<file path="config.mk">
export PLATFORM = sky130hd
export DESIGN_NAME = hz_stall_ctrl
export DESIGN_NICKNAME = d
export VERILOG_FILES = /design/src/rtl/hz_pkg.sv /design/src/rtl/hz_pair_match.sv /design/src/rtl/hz_stall_merge.sv /design/src/rtl/hz_stall_ctrl.sv
export SDC_FILE = /design/constraint.sdc
export NUM_CORES = 1
export LEC_CHECK = 0
export BUFFER_PORTS_ARGS = -buffer_cell sky130_fd_sc_hd__buf_2
export CORE_AREA = 4 4 41 43
export DETAILED_ROUTE_END_ITERATION = 12
export DIE_AREA = 0 0 45 47
export PLACE_DENSITY = 0.78
export SLEW_MARGIN = 30
export SYNTH_ARGS = -nofsm -noshare
export SYNTH_HDL_FRONTEND = slang
export SYNTH_SLANG_ARGS = --single-unit
</file>
<file path="constraint.sdc">
create_clock -name clk_i -period 1.19 [get_ports clk_i]
set_input_delay 0.0595 -clock clk_i [delete_from_list [all_inputs] [get_ports clk_i]]
set_output_delay 0.0595 -clock clk_i [all_outputs]
set_load 0.02 [all_outputs]
</file>
<file path="src/rtl/hz_pkg.sv">
package hz_pkg;

   typedef enum logic [2:0] {
      CLS_NOP    = 3'd0,
      CLS_ALU    = 3'd1,
      CLS_LOAD   = 3'd2,
      CLS_LADR   = 3'd3,
      CLS_BRL    = 3'd4,
      CLS_STORE  = 3'd5,
      CLS_BRANCH = 3'd6,
      CLS_HALT   = 3'd7
   } op_cls_e;

   localparam int CLS_W       = 3;
   localparam int LATE_STAGES = 3;   // stages 3, 4 and 5

   // classes whose result lands in the register file in stage 5
   function automatic logic writes_reg(op_cls_e c);
      return (c == CLS_ALU) || (c == CLS_LOAD) || (c == CLS_LADR) || (c == CLS_BRL);
   endfunction

   // consumers that need their operands already in decode
   function automatic logic reads_in_decode(op_cls_e c);
      return (c == CLS_BRANCH) || (c == CLS_BRL);
   endfunction

endpackage

</file>
<file path="src/rtl/hz_pair_match.sv">
module hz_pair_match
   import hz_pkg::*;
#(
   parameter int REG_W = 5
) (
   input  op_cls_e          prod_cls_i,
   input  logic [REG_W-1:0] prod_ra_i,
   input  op_cls_e          cons_cls_i,
   input  logic [REG_W-1:0] cons_rb_i,
   input  logic [REG_W-1:0] cons_rc_i,
   input  logic             cons_imm_i,
   output logic             hit_o
);

   logic rb_eq;
   logic rc_eq;

   always_comb begin
      rb_eq = (prod_ra_i == cons_rb_i);
      rc_eq = (prod_ra_i == cons_rc_i) && !cons_imm_i;
      hit_o = writes_reg(prod_cls_i) && (cons_cls_i != CLS_NOP) && (rb_eq || rc_eq);
   end

endmodule

</file>
<file path="src/rtl/hz_stall_merge.sv">
module hz_stall_merge
   import hz_pkg::*;
#(
   parameter bit FORWARD = 1'b0
) (
   input  logic [LATE_STAGES-1:0] hit_i,     // bit 0 = stage 3
   input  op_cls_e                cons_cls_i,
   input  op_cls_e                s3_cls_i,
   input  op_cls_e                s4_cls_i,
   output logic                   stall_o
);

   logic plain_stall;
   logic fwd_stall;
   logic early_use;

   always_comb begin
      early_use   = reads_in_decode(cons_cls_i);
      plain_stall = |hit_i;
      fwd_stall   = (hit_i[0] && ((s3_cls_i == CLS_LOAD) || early_use))
                 || (hit_i[1] && (s4_cls_i == CLS_LOAD) && early_use);
      stall_o     = FORWARD ? fwd_stall : plain_stall;
   end

endmodule

</file>
<file path="src/rtl/hz_stall_ctrl.sv">
module hz_stall_ctrl
   import hz_pkg::*;
#(
   parameter int REG_W   = 5,
   parameter bit FORWARD = 1'b0
) (
   input  logic             clk_i,
   input  logic             rst_ni,
   input  logic [2:0]       s2_cls_i,
   input  logic [REG_W-1:0] s2_rb_i,
   input  logic [REG_W-1:0] s2_rc_i,
   input  logic             s2_imm_i,
   input  logic [2:0]       s3_cls_i,
   input  logic [REG_W-1:0] s3_ra_i,
   input  logic [2:0]       s4_cls_i,
   input  logic [REG_W-1:0] s4_ra_i,
   input  logic [2:0]       s5_cls_i,
   input  logic [REG_W-1:0] s5_ra_i,
   output logic             pause1_o,
   output logic             pause2_o,
   output logic             bubble3_o
);

   generate
      if (REG_W < 1 || REG_W > 8) begin : g_bad_reg_w
         $error("hz_stall_ctrl: REG_W must lie in 1..8");
      end
   endgenerate

   op_cls_e                prod_cls [LATE_STAGES];
   logic [REG_W-1:0]       prod_ra  [LATE_STAGES];
   logic [LATE_STAGES-1:0] hit;
   logic                   stall;
   logic                   run_q;
   op_cls_e                cons_cls;

   assign cons_cls    = op_cls_e'(s2_cls_i);
   assign prod_cls[0] = op_cls_e'(s3_cls_i);
   assign prod_cls[1] = op_cls_e'(s4_cls_i);
   assign prod_cls[2] = op_cls_e'(s5_cls_i);
   assign prod_ra[0]  = s3_ra_i;
   assign prod_ra[1]  = s4_ra_i;
   assign prod_ra[2]  = s5_ra_i;

   genvar k;
   generate
      for (k = 0; k < LATE_STAGES; k++) begin : g_pair
         hz_pair_match #(.REG_W(REG_W)) u_match (
            .prod_cls_i (prod_cls[k]),
            .prod_ra_i  (prod_ra[k]),
            .cons_cls_i (cons_cls),
            .cons_rb_i  (s2_rb_i),
            .cons_rc_i  (s2_rc_i),
            .cons_imm_i (s2_imm_i),
            .hit_o      (hit[k])
         );
      end
   endgenerate

   hz_stall_merge #(.FORWARD(FORWARD)) u_merge (
      .hit_i      (hit),
      .cons_cls_i (cons_cls),
      .s3_cls_i   (prod_cls[0]),
      .s4_cls_i   (prod_cls[1]),
      .stall_o    (stall)
   );

   always_ff @(posedge clk_i or negedge rst_ni) begin
      if (!rst_ni) run_q <= 1'b0;
      else         run_q <= 1'b1;
   end

   always_comb begin
      pause1_o  = run_q && stall;
      pause2_o  = run_q && stall;
      bubble3_o = run_q && stall;
   end

endmodule

</file>
After elaboration in Yosys (flattened, before gate mapping)
Cells that the tools add are included.

word-level totals
  bits in registers = 1
  bits in latches = 0
  RAM bits = 0
  ROM bits = 0
  input bits = 40
  logic and storage cells = 44
  memories kept = 0

cells by class
  add/subtract/negate cells = 0
  multipliers = 0
  divide/modulo/power cells = 0
  order comparisons = 0
  eq/ne operators = 18
  shift-type cells = 0
  muxes and demuxes = 0
  bitwise logic cells = 0
  reduce and logical (&&, ||, !) cells = 25

operators by type and width
  cell                                                  number
  equality test 5 bit                                   6
  equality test 3 x 2 -> 1 bit (second input constant)  6
  logical OR 1 bit                                      12
  logical AND 1 bit                                     10
  equality test 3 x 1 -> 1 bit (second input constant)  3
  equality test 3 bit (second input constant)           3
  nonzero test 3 bit                                    1
  OR reduction 3 bit                                    1
  logical NOT 1 bit                                     1

Longest topological paths before layout
Gate-level depths: netlist of the first run.

  depth in word-level cells = 8
  gate-level depth with buffers = 6
  depth with buffers taken out = 5

Hierarchy
Synthesis of the first run repeated with hierarchy kept, for this count alone.

second synthesis, totals
  cell total of the unflattened synthesis = 60
  area, all modules = 476.7 µm²

by module, submodules not included
  module          instances  cells an instance  area each (µm²)  sequential area each (µm²)
  hz_pair_match   3          18                 140.1            0.0
  hz_stall_ctrl   1          5                  50.0             25.0
  hz_stall_merge  1          1                  6.3              0.0

Worst setup path before layout of the first run
OpenSTA, ideal clock, no wires.

  kind = input port to output port
  start point = in s2_rc_i[1]
  end point = out pause1_o
  data arrival time = 1504 ps
  required time = 1131 ps
  path slack = -374 ps
  stages = 6
  cells stage by stage = xnor2_1 nand4_1 nor3_1 a31oi_1 o311ai_1 buf_4

between the ends
  cells in the longest elaborated chain, start to end = 6

ends and longest elaborated chain
  what                  RTL line              source
  from (decl)           hz_stall_ctrl.sv:11   input logic [REG_W-1:0] s2_rc_i,
  equality test 5 bit   hz_pair_match.sv:20   rc_eq = (prod_ra_i == cons_rc_i) && !cons_imm_i;
  logical AND 1 bit     hz_pair_match.sv:20
  logical OR 1 bit      hz_pair_match.sv:21   hit_o = writes_reg(prod_cls_i) && (cons_cls_i != CLS_NOP) && (rb_eq || rc_eq);
  logical AND 1 bit     hz_pair_match.sv:21
  OR reduction 3 bit *  hz_stall_merge.sv:19  plain_stall = |hit_i;
  logical AND 1 bit *   n/a
  to (decl)             hz_stall_ctrl.sv:19   output logic pause1_o,

Every way passes the cells marked *; elsewhere a longest branch is shown, timed or not.

Worst setup path in the final report of the first run
  start point = in s2_rc_i[0]
  end point = out pause1_o

between the ends
  cells in the longest elaborated chain, start to end = 6

ends and longest elaborated chain
  what                  RTL line              source
  equality test 5 bit   hz_pair_match.sv:20
  logical AND 1 bit     hz_pair_match.sv:20
  logical OR 1 bit      hz_pair_match.sv:21
  logical AND 1 bit     hz_pair_match.sv:21
  OR reduction 3 bit *  hz_stall_merge.sv:19
  logical AND 1 bit *   hz_stall_ctrl.sv:74   pause1_o = run_q && stall;

Marked as above.

==> flow_metrics.tcl, run 1 <==
set metrics [dict create \
    viasPerCell 4.68 \
    place_area_um2 722 \
    wl_per_cell_um 12.7 \
    path_cells "buf_8 > xnor2_2 > nand4_1 > nor3_2 > a31oi_2 > o311ai_4 > buf_4" \
    rsz0062_at_grt "yes" \
    synth_fa_ha_area_share_pct 0 \
    die_w_um 45 \
    grt_max_degree 4 \
    final_cell_area_um2 821 \
    synth_mux_area_share_pct 0 \
    dp_slack_ps -95.3 \
    power.density_nw_per_um2 399 \
    vdd_ir_drop_max_mv 0.216 \
    yosysWarnings 0 \
    grt_usage_pct 14.0 \
    post-dp-hpwl_mm 1.29 \
    largest_register "run_q" \
    cap_violations 0 \
    status "finished with violations" \
    antenna_found_initial 0 \
    synth_nets 98 \
    violations "setup timing" \
    largest_reg_flops 1 \
    utilization_pct 63.1 \
    worstPathRequired_ps 1130 \
    place.gp.congestion 0.813 \
    netlist_area_um2 448 \
    antennaDiodeCount 0 \
    start_util_pct 34.4 \
    num_io_pins 43 \
    drive_gt1_share_pct 54.8 \
    max_freq_mhz 781 \
    die_h_um 47 \
    n_fill_cell 128 \
    ys_ff_latch 1 \
    hp-class "primary input to asynchronous set/reset pin" \
    p_leak_nw 0.386 \
    crit_path_start_kind "primary input" \
    finalHoldViolCount 0 \
    synthCells 58 \
    cp.depth 7 \
    grt_pass1_vias 582 \
    wirelength_mm 1.51 \
    slew_violations 0 \
    reg_top3 "run_q (1)" \
    crit_type "primary input to output pin" \
    period_share_pct 108 \
    final_cell_count_no_fill 119 \
    grt.overflow.total 0 \
    final_cell_mix "buf_2, xnor2_1, xor2_1" \
    rows 13 \
    syn_avg_cell_area_um2 7.72 \
    cp_slowest_cell "o311ai_4" \
    num-nets-final 146 \
    synth_compound_area_share_pct 7.26 \
    ant_nets 0 \
    path_clk_slew_ps 0 \
    path_delay_family "simple AND/OR/NAND/NOR gates" \
    grt_pass1_wl_mm 2.25 \
    worstPathMaxFanout 3 \
    cp_num_buf_inv 2 \
    yosys.cell_types.count 14 \
    synth_top_family_by_area "XOR/XNOR gates" \
    yosys.area_share.xor_xnor_pct 64.5 \
    yosys.area_share.simple_pct 18.4 \
    area_growth_pct 83.2 \
    drc 0 \
    layout_commonest_cell "buf_2" \
    numPortBuffers 42 \
    num_vias 557 \
    core_area_um2 1300 \
    postLayoutSetupSlackWorst_ps -89.8 \
    drt_iter0_markers 4 \
    finalSetupViolCount 3 \
    finalCriticalPeriod_ps 1280 \
    place_inst 118 \
    arrival_ps 1220 \
    first_pass_iters 3 \
    hold_slack_ps 371 \
    yosysSeqAreaShare_pct 5.59 \
    crit_path_max_incr_delay_ps 270 \
    end_kind "output pin" \
    dieArea_um2 2120 \
    post_cts_buffers 0 \
]
[synth_stat cells]
cell | n | area share (%)
xnor2_1 | 20 | 39
xor2_1 | 13 | 25
nor2_1 | 5 | 4.2
nor3_1 | 5 | 5.6
nand4_1 | 3 | 4.2
buf_4 | 2 | 3.4
nand3_1 | 2 | 2.2
o21ai_0 | 2 | 2.2
a31oi_1 | 1 | 1.4
conb_1 | 1 | 0.84
dfrtp_1 | 1 | 5.6
nor3_2 | 1 | 2.2
o311ai_1 | 1 | 2.0
o31ai_1 | 1 | 1.7
[logic make-up (layout without fill, tap and decap cells)]
kind of cell / count (synthesis) / count (layout)
xor gates and xnor gates: 33 / 33
and+or+nand+nor: 16 / 16
AOI/OAI and AO/OA: 5 / 5
buffers and inverters: 2 / 48
other: 1 / 1
DFF: 1 / 1
[where the power goes]
group	switching, mW	leakage (nW)	total, mW	internal (mW)
Combinational	0.130	0.375	0.290	0.160
Sequential	0.000814	0.0117	0.0372	0.0364
Clock	0	0	0	0
[metrics by stage]
| step | setup TNS, ps | power, mW |
|---|---|---|
| 6_report | -234 | 0.328 |
| 5_1_grt | -334 | 0.351 |
| 4_1_cts | -141 | 0.318 |
| 3_5_place_dp | -285 | 0.288 |
| 3_3_place_gp | -200 | 0.283 |
| 2_1_floorplan | 0 | 0.162 |
[what timing repair did]
item                       4_1_cts  5_1_grt
hold endpoints to repair         1        0
hold buffers                     1        0
setup endpoints to repair        3        3
resized for setup               18        4
[metal layers]
metal  global-route usage (%)  wire length (µm)  vias to the layer above  part of all wire, %
li1                         -                 -                      285                    -
met1                     14.8               529                      256                   35
met2                     31.6               905                       16                   60
met3                        0                73                        0                  4.8
met4                        0                 0                        0                    0
met5                        0                 0                        -                    0
[area by class of cell]
class                      count  area, µm²  area share, %
multi-input combinational     55        477           58.1
tap                           15       18.8           2.29
timing repair buffer          48        300           36.6
sequential                     1       25.0           3.05
[path summary, 6_finish.rpt]
kind | from | to | slack [ps]
max in group asynchronous | rst_ni | run_q | 740
setup / recovery | s2_rc_i[0] | pause1_o | -90
hold / removal | rst_ni | run_q | 370
min in group clk_i | s4_cls_i[2] | bubble3_o | 660
Power figures use the tool's default switching activity.
==> run 2, diff against run 1 <==
--- a/config.mk
+++ b/config.mk
@@ -7,6 +7,7 @@
 export LEC_CHECK = 0
 export BUFFER_PORTS_ARGS = -buffer_cell sky130_fd_sc_hd__buf_2
 export CORE_AREA = 4 4 41 43
+export CTS_CLUSTER_DIAMETER = 80
 export DETAILED_ROUTE_END_ITERATION = 12
 export DIE_AREA = 0 0 45 47
 export PLACE_DENSITY = 0.78
==> constraint.sdc (replaced) <==
create_clock -name clk_i -period 1.19 [get_ports clk_i]
set_input_delay 0.1785 -clock clk_i [delete_from_list [all_inputs] [get_ports clk_i]]
set_output_delay 0.1785 -clock clk_i [all_outputs]
set_load 0.02 [all_outputs]
==> flow_metrics.tcl, run 2 (same netlist as run 1, synthesis figures left out) <==
set metrics [dict create \
    postLayoutSetupSlackWorst_ps -332 \
    seq_power_share_pct 11.4 \
    pwr-share-clk_pct 0 \
    p_leak_nw 0.380 \
    final.setup.tns_ps -922 \
    crit_path_max_incr_delay_ps 290 \
    cap_violations 0 \
    antennaDiodeCount 0 \
    crit_type "primary input to output pin" \
    arrival_ps 1340 \
    numPortBuffers 42 \
    end_kind "output pin" \
    drc 0 \
    largest_reg_flops 1 \
    drive_gt1_share_pct 53.4 \
    pwr-share-comb_pct 88.6 \
    max_freq_mhz 657 \
    wl_per_cell_um 13.1 \
    layout_commonest_cell "buf_2" \
    slew_violations 0 \
    antenna_found_initial 0 \
    final_cell_mix "buf_2, xnor2_1, xor2_1" \
    power.density_nw_per_um2 399 \
    dieArea_um2 2120 \
    cp_num_buf_inv 2 \
    finalSetupViolCount 3 \
    place.gp.congestion 0.814 \
    grt_usage_pct 14.1 \
    viasPerCell 4.81 \
    start_util_pct 34.4 \
    sw_frac_of_total_pct 39.9 \
    grt.overflow.total 0 \
    grt_pass1_wl_mm 2.30 \
    wirelength_mm 1.55 \
    area_growth_pct 83.2 \
    power.switching_uw 131 \
    seqCellArea_um2 25.0 \
    p_int_uw 197 \
    num_vias 567 \
    worstPathMaxFanout 3 \
    finalCriticalPeriod_ps 1520 \
    ant_nets 0 \
    drt_iter0_markers 6 \
    rsz0062_at_grt "yes" \
    worstPathRequired_ps 1010 \
    violations "setup timing" \
    rows 13 \
    hold_slack_ps 500 \
    path_clk_slew_ps 0 \
    n_fill_cell 133 \
    core_area_um2 1300 \
    multi_input_area_um2 469 \
    cp_slowest_cell "o311ai_4" \
    grt_pass1_vias 562 \
    post-dp-hpwl_mm 1.34 \
    crit_path_start_kind "primary input" \
    period_share_pct 128 \
    status "finished with violations" \
    finalHoldViolCount 0 \
    path_cells "buf_8 > xnor2_2 > nand4_1 > nor3_2 > a31oi_2 > o311ai_4 > buf_4" \
    path_delay_family "compound AO/OA/AOI/OAI gates" \
    num_io_pins 43 \
    grt_max_degree 4 \
    num-nets-final 145 \
    first_pass_iters 3 \
    die_h_um 47 \
    reg_top3 "run_q (1)" \
    largest_register "run_q" \
    hp-class "primary input to asynchronous set/reset pin" \
    vdd_ir_drop_max_mv 0.215 \
    die_w_um 45 \
]
-- run 2: cell count changes in the layout (fill, tap and decap cells not counted) --
cell / before / now
o21ai_1: 1 / 2
o21ai_0: 1 / 0
buf_8: 1 / 3
buf_4: 8 / 5
xnor2_2: 4 / 3
xnor2_1: 16 / 17
-- run 2: per-layer routing --
| metal | vias up | wire (µm) | track usage, % |
|---|---|---|---|
| met3 | 4 | 99 | 0.766 |
| met5 | - | 0 | 0 |
| li1 | 284 | - | - |
| met2 | 21 | 890 | 28.5 |
| met4 | 0 | 38 | 4.09 |
| met1 | 258 | 521 | 15.6 |
-- run 2: what timing repair did --
item                                   CTS  global route
setup buffers                            0             1
gates cloned                             0             0
resized for setup                       13            10
hold buffers                             1             0
setup endpoints to repair                3             3
endpoints found under the hold margin    1             0
-- run 2: final cells by class --
class / instances / share of cell area, %
tap: 15 / 2.29
multi-input combinational: 55 / 57.2
sequential: 1 / 3.05
timing repair buffer: 47 / 37.5
-- run 2: per-stage QoR --
| stage | total power [mW] | utilization [%] | setup slack, ps | area (µm²) | std cells |
|---|---|---|---|---|---|
| 2_1_floorplan | 0.171 | - | -202 | 500 | 58 |
| 3_3_place_gp | 0.289 | 56.1 | -287 | 729 | 116 |
| 3_5_place_dp | 0.294 | 56.1 | -326 | 729 | 116 |
| 4_1_cts | 0.312 | 59.9 | -304 | 779 | 117 |
| 5_1_grt | 0.352 | 63.1 | -409 | 821 | 118 |
| 6_report | 0.327 | 63.1 | -332 | 821 | 118 |
-- run 2: how the worst max path moves through the flow --
stage,end,depth (start not counted),startpoint
finish,pause1_o,7,s2_rc_i[1]
global route,pause1_o,7,s2_rc_i[4]
CTS,pause1_o,7,s2_rc_i[1]
detailed placement,pause1_o,7,s2_rc_i[1]
global placement,bubble3_o,7,s2_rc_i[1]
floorplan,pause1_o,6,s2_rc_i[1]
-- run 2: power by group through the flow --
| stage | combinational [mW] | sequential (mW) | clock [mW] |
|---|---|---|---|
| after global routing | 0.315 | 0.0373 | 0 |
| after floorplan | 0.134 | 0.0370 | 0 |
| after CTS | 0.275 | 0.0372 | 0 |
| after global placement | 0.252 | 0.0371 | 0 |
| after detailed placement | 0.257 | 0.0372 | 0 |
| final | 0.290 | 0.0372 | 0 |
